[src/rtl/sdh_stat_pkg.sv]
package sdh_stat_pkg;

    localparam int DATA_W   = 32;
    localparam int N_STICKY = 10;
    localparam int N_IEN    = 5;
    localparam int IRQ_BASE = 5;

    localparam int B_DTO     = 0;
    localparam int B_RTO     = 1;
    localparam int B_DCRC_WR = 2;
    localparam int B_DCRC_RD = 3;
    localparam int B_RCRC    = 5;
    localparam int B_WRDY    = 6;
    localparam int B_RRDY    = 7;
    localparam int B_CLKRUN  = 8;
    localparam int B_WCODE   = 9;
    localparam int B_RDD     = 11;
    localparam int B_WRD     = 12;
    localparam int B_CMD     = 13;
    localparam int B_REM     = 30;
    localparam int B_INS     = 31;

    localparam logic [5:0] ERR_SEL      = 6'h2F;
    localparam logic [1:0] WCODE_NOTOKEN = 2'd2;

    // Packed event bundle; bit index equals sticky index.
    typedef struct packed {
        logic ins;
        logic rem;
        logic cmd_end;
        logic wr_done;
        logic rd_done;
        logic rsp_crc;
        logic rd_crc;
        logic wr_crc;
        logic rsp_to;
        logic rd_to;
    } evt_t;

    function automatic int sticky_pos(input int idx);
        case (idx)
            0:       return B_DTO;
            1:       return B_RTO;
            2:       return B_DCRC_WR;
            3:       return B_DCRC_RD;
            4:       return B_RCRC;
            5:       return B_RDD;
            6:       return B_WRD;
            7:       return B_CMD;
            8:       return B_REM;
            default: return B_INS;
        endcase
    endfunction

    // Enable index k pairs with sticky index IRQ_BASE + k.
    function automatic int ien_pos(input int idx);
        case (idx)
            0:       return 0;
            1:       return 1;
            2:       return 2;
            3:       return 14;
            default: return 15;
        endcase
    endfunction

endpackage

[src/rtl/sdh_sticky_bank.sv]
module sdh_sticky_bank #(
    parameter int N = 10
) (
    input  logic         clk,
    input  logic         rst,
    input  logic [N-1:0] set_i,
    input  logic [N-1:0] clr_i,
    output logic [N-1:0] q_o
);
    for (genvar i = 0; i < N; i++) begin : g_bit
        always_ff @(posedge clk) begin
            if (rst)
                q_o[i] <= 1'b0;
            else if (set_i[i])
                q_o[i] <= 1'b1;
            else if (clr_i[i])
                q_o[i] <= 1'b0;
        end
    end
endmodule

[src/rtl/sdh_wcode_reg.sv]
module sdh_wcode_reg (
    input  logic       clk,
    input  logic       rst,
    input  logic       cap_i,
    input  logic [1:0] code_i,
    input  logic       clr_i,
    output logic [1:0] code_o
);
    always_ff @(posedge clk) begin
        if (rst)
            code_o <= 2'd0;
        else if (cap_i)
            code_o <= code_i;
        else if (clr_i)
            code_o <= 2'd0;
    end
endmodule

[src/rtl/sdh_ien_reg.sv]
module sdh_ien_reg #(
    parameter int N = 5
) (
    input  logic         clk,
    input  logic         rst,
    input  logic         we_i,
    input  logic [N-1:0] d_i,
    output logic [N-1:0] q_o
);
    always_ff @(posedge clk) begin
        if (rst)
            q_o <= '0;
        else if (we_i)
            q_o <= d_i;
    end
endmodule

[src/rtl/sdh_irq_merge.sv]
module sdh_irq_merge
    import sdh_stat_pkg::*;
#(
    parameter int N = 5
) (
    input  logic [5:0]   stat_lo_i,
    input  logic [1:0]   code_i,
    input  logic [N-1:0] done_i,
    input  logic [N-1:0] ien_i,
    output logic         irq_o,
    output logic [5:0]   err_mask_o,
    output logic         err_to_o,
    output logic         err_crc_o
);
    logic no_token;

    always_comb begin
        no_token   = (code_i == WCODE_NOTOKEN);
        irq_o      = |(done_i & ien_i);
        err_mask_o = stat_lo_i & ERR_SEL;
        err_to_o   = stat_lo_i[B_DTO] | stat_lo_i[B_RTO]
                   | (stat_lo_i[B_DCRC_WR] & no_token);
        err_crc_o  = stat_lo_i[B_RCRC] | stat_lo_i[B_DCRC_RD]
                   | (stat_lo_i[B_DCRC_WR] & ~no_token);
    end
endmodule

[src/rtl/sdh_stat_irq.sv]
module sdh_stat_irq
    import sdh_stat_pkg::*;
#(
    parameter int ADDR_W   = 2,
    parameter int ADDR_STAT = 0,
    parameter int ADDR_IEN  = 1
) (
    input  logic              clk,
    input  logic              rst,
    input  logic              bus_wr,
    input  logic [ADDR_W-1:0] bus_addr,
    input  logic [31:0]       bus_wdata,
    output logic [31:0]       bus_rdata,
    input  logic              ev_cmd_end,
    input  logic              ev_wr_done,
    input  logic              ev_rd_done,
    input  logic              ev_rsp_crc,
    input  logic              ev_rd_crc,
    input  logic              ev_wr_crc,
    input  logic [1:0]        wcrc_code,
    input  logic              ev_rsp_to,
    input  logic              ev_rd_to,
    input  logic              ev_card_in,
    input  logic              ev_card_out,
    input  logic              lv_rd_rdy,
    input  logic              lv_wr_rdy,
    input  logic              lv_clk_run,
    output logic              irq,
    output logic [5:0]        err_mask,
    output logic              err_timeout,
    output logic              err_crc
);
    localparam logic [ADDR_W-1:0] A_STAT = ADDR_W'(ADDR_STAT);
    localparam logic [ADDR_W-1:0] A_IEN  = ADDR_W'(ADDR_IEN);

    evt_t                       evt;
    logic [N_STICKY-1:0]        clr_vec;
    logic [N_STICKY-1:0]        sticky_q;
    logic [N_IEN-1:0]           ien_d;
    logic [N_IEN-1:0]           ien_q;
    logic [1:0]                 code_q;
    logic                       wr_stat;
    logic                       wr_ien;
    logic [DATA_W-1:0]          stat_word;
    logic [DATA_W-1:0]          ien_word;
    logic                       wdata_unused;

    assign evt = '{ins: ev_card_in, rem: ev_card_out, cmd_end: ev_cmd_end,
                   wr_done: ev_wr_done, rd_done: ev_rd_done,
                   rsp_crc: ev_rsp_crc, rd_crc: ev_rd_crc, wr_crc: ev_wr_crc,
                   rsp_to: ev_rsp_to, rd_to: ev_rd_to};

    assign wr_stat = bus_wr && (bus_addr == A_STAT);
    assign wr_ien  = bus_wr && (bus_addr == A_IEN);
    assign wdata_unused = ^bus_wdata;

    for (genvar i = 0; i < N_STICKY; i++) begin : g_clr
        assign clr_vec[i] = wr_stat & bus_wdata[sticky_pos(i)];
    end

    for (genvar k = 0; k < N_IEN; k++) begin : g_ien
        assign ien_d[k] = bus_wdata[ien_pos(k)];
    end

    sdh_sticky_bank #(.N(N_STICKY)) u_sticky (
        .clk   (clk),
        .rst   (rst),
        .set_i (evt),
        .clr_i (clr_vec),
        .q_o   (sticky_q)
    );

    sdh_wcode_reg u_wcode (
        .clk    (clk),
        .rst    (rst),
        .cap_i  (ev_wr_crc),
        .code_i (wcrc_code),
        .clr_i  (clr_vec[2]),
        .code_o (code_q)
    );

    sdh_ien_reg #(.N(N_IEN)) u_ien (
        .clk  (clk),
        .rst  (rst),
        .we_i (wr_ien),
        .d_i  (ien_d),
        .q_o  (ien_q)
    );

    always_comb begin
        stat_word = '0;
        for (int i = 0; i < N_STICKY; i++)
            stat_word[sticky_pos(i)] = sticky_q[i];
        stat_word[B_WCODE +: 2] = code_q;
        stat_word[B_CLKRUN]     = lv_clk_run;
        stat_word[B_RRDY]       = lv_rd_rdy;
        stat_word[B_WRDY]       = lv_wr_rdy;
    end

    always_comb begin
        ien_word = '0;
        for (int k = 0; k < N_IEN; k++)
            ien_word[ien_pos(k)] = ien_q[k];
    end

    always_comb begin
        if (bus_addr == A_STAT)
            bus_rdata = stat_word;
        else if (bus_addr == A_IEN)
            bus_rdata = ien_word;
        else
            bus_rdata = '0;
    end

    sdh_irq_merge #(.N(N_IEN)) u_merge (
        .stat_lo_i  (stat_word[5:0]),
        .code_i     (code_q),
        .done_i     (sticky_q[IRQ_BASE +: N_IEN]),
        .ien_i      (ien_q),
        .irq_o      (irq),
        .err_mask_o (err_mask),
        .err_to_o   (err_timeout),
        .err_crc_o  (err_crc)
    );
endmodule

[config.mk]
export PLATFORM = sky130hd
export DESIGN_NAME = sdh_stat_irq
export DESIGN_NICKNAME = d
export VERILOG_FILES = /design/src/rtl/sdh_stat_pkg.sv /design/src/rtl/sdh_sticky_bank.sv /design/src/rtl/sdh_wcode_reg.sv /design/src/rtl/sdh_ien_reg.sv /design/src/rtl/sdh_irq_merge.sv /design/src/rtl/sdh_stat_irq.sv
export SDC_FILE = /design/constraint.sdc
export NUM_CORES = 1
export LEC_CHECK = 0
export CAP_MARGIN = 5
export CORE_MARGIN = 4
export CORE_UTILIZATION = 32
export DETAILED_ROUTE_END_ITERATION = 6
export PLACE_DENSITY = 0.77
export RECOVER_POWER = 50
export SLEW_MARGIN = 15
export SYNTH_ARGS = -nofsm -noshare
export SYNTH_HDL_FRONTEND = slang
export SYNTH_SLANG_ARGS = --single-unit
[constraint.sdc]
create_clock -name clk -period 1.25 [get_ports clk]
set_clock_uncertainty 0.05 [all_clocks]
set_input_delay 0.25 -clock clk [delete_from_list [all_inputs] [get_ports clk]]
set_output_delay 0.25 -clock clk [all_outputs]
set_load 0.01 [all_outputs]
==> metrics <==
status=finished, violations left; failing checks=setup timing; Hold Worst Slack=418 ps; crit end category=output pin; Setup WS pre-CTS=-714 ps; Vias/cell=4.27; WP data required=950 ps; final core utilization=55.5%; post-synthesis area per instance=8.74 µm²; Clk Latency, worst-skew pair=290 ps; GRT Total Usage=13.9%; initial antenna violation count=0; minimum clock period=1500 ps; vias=1,059; ranking of synthesized cells by area=dfxtp_1 (31%), buf_4 (14%), mux2i_1 (7.3%), a311oi_1 (7.2%), nand2b_1 (6.8%); Final period util=120%; R2R Path Start=u_wcode.code_o[1]$_SDFFE_PP0P_; Critical Setup Path Class=reg2out; # DRC=0; cell count after synthesis=126; most frequent cell after synthesis=buf_4; Slew Limit Fails=0; total design power=1.36 mW; H-tree levels=1; initial core utilization=33.0%; EDFF count, synth=0; Detail Route Antenna Nets=0; 1st-iter DRT viols=37; R2R Setup Slk=200 ps; total grt overflow=0; pwr dens=731 nW/µm²; Mapped Area=1100 µm²; gpl congestion=0.665; clock tree from TritonCTS=done; area of the core=3340 µm²; RSZ-0062 raised after global routing=yes; PnR worst setup slack=-247 ps; share of the synthesized area in the top cell type=30.9%; critical path fanouts, max=2; CTS max path bufs=2; # Max-Cap Violations=0; Top Ports=93; n_diodes=0; peak supply drop=0.000340 V; drt first pass iters=4; # setup viols final=12; largest net degree at the start of global routing=16; WP data arrival=1200 ps; Worst Setup Start Kind=flip-flop; area delta synth->final=68.3%; number of hold violations in the final report=0; Seq/Total Area, Yosys=30.9%; Min-Delay Path Depth=5; CTS buffer count=3; endpoint of the worst hold path=u_wcode.code_o[1]$_SDFFE_PP0P_; Hold Startpoint=bus_addr[0]; worst hold path class=in2reg; die height=66.7 µm; Synth area leader=dfxtp_1; die area=4440 µm²; WL/cell=12.7 µm; Seq cells post-synth=17; FF-to-FF path depth=2; clock-pin slew on the worst setup and hold paths=100 ps; top cells by count, synth=buf_4 (21), dfxtp_1 (17), nor2_1 (13); Clock Root Buffer=clkbuf_4; Detailed Place HPWL=2.29 mm; ys flop type=dfxtp_1; number of distinct library cells after synthesis=26; fraction of layout cells with a size suffix above 1=43.6%; Port Buffers=56; final wirelength=3.15 mm; first-pass GRT wire length=4.69 mm; FFs w/ async S/R, synth=0%; Max Fclk=0.668 GHz; Clock Sinks=17; # hold bufs at CTS=0; reg2reg end=u_wcode.code_o[1]$_SDFFE_PP0P_; FP Rows=21; Chip Width=66.7 µm; Synthesis Warnings=0; vias in the first global route=1,005; Layout Nets=255; LEAKAGE=0.885 nW
==> per-layer routing <==
layer | part of all wire [%] | vias up | track usage, %
met1 | 45 | 472 | 17.8
met4 | 0 | 0 | 2.28
met5 | 0 | - | 0
li1 | - | 542 | -
met3 | 8.7 | 0 | 3.37
met2 | 47 | 45 | 23.6
==> cell families (layout without fill, tap and decap cells) <==
group           Yosys count  after routing  synth area share [%]
other cells               1             16                 0.341
flops                    17             17                  30.9
compound gates           16             16                  12.4
mux                       8              8                  7.27
buf+inv                  38             99                  22.4
simple gates             46             46                  26.7
==> metrics by stage <==
| stage | std cells | instance area [µm²] | TNS (ps) |
|---|---|---|---|
| after floorplan | 141 | 1160 | 0 |
| after global placement | 235 | 1730 | -19060 |
| after detailed placement | 235 | 1730 | -19540 |
| after CTS | 248 | 1830 | -1420 |
| after global routing | 248 | 1850 | -2080 |
| final | 248 | 1850 | -1340 |
==> what timing repair did <==
| action | CTS | global route |
|---|---|---|
| buffers inserted | 8 | 2 |
| resized for setup | 156 | 11 |
| setup endpoints to repair | 42 | 18 |
| gates cloned | 1 | 0 |
| pin swaps | 11 | 5 |
==> power breakdown <==
part	switching [mW]	total, mW	internal, mW
Combinational	0.171	0.440	0.269
Clock	0.179	0.303	0.124
Sequential	0.0321	0.612	0.580
Total	0.382	1.36	0.973
==> critical path, cell delays in order, from the launching register on <==
cell and delay [ps]:
dfxtp_2 330, a222oi_1 340, nand2_1 90, buf_2 150
==> cells in the final DEF, fill, tap and decap left out, types with 3 or more instances in the layout <==
cell type and n:
clkdlybuf4s50_1 27, buf_6 23, conb_1 16, buf_2 15, buf_4 15, nor2_1 12
dfxtp_2 12, nand2b_1 11, inv_1 10, a311oi_1 9, mux2i_1 8, and2_4 7
and2_1 4, clkbuf_4 3, dfxtp_4 3
==> how the worst max path moves through the flow <==
stage	end	cells past startpoint	from
after floorplan	bus_rdata[10]	4	bus_addr[0]
after detailed placement	bus_rdata[0]	5	bus_addr[0]
after global placement	bus_rdata[0]	5	bus_addr[0]
after CTS	irq	3	u_sticky.q_o[8]$_SDFFE_PP0P_
after global routing	irq	3	u_sticky.q_o[8]$_SDFFE_PP0P_
final	irq	3	u_sticky.q_o[8]$_SDFFE_PP0P_
==> state kept, by name (all words and copies together), names as in the netlist <==
signal / flops
u_sticky.q_o: 10
u_ien.q_o: 5
u_wcode.code_o: 2
==> layout make-up <==
type | instances | area [µm²]
clock buffer | 4 | 26.3
fill | 334 | 1480
inverter | 11 | 41.3
multi-input combinational | 86 | 593
sequential | 17 | 367
tap | 46 | 57.6
timing repair buffer | 84 | 768
No activity file was read; power rests on OpenSTA's default activity.
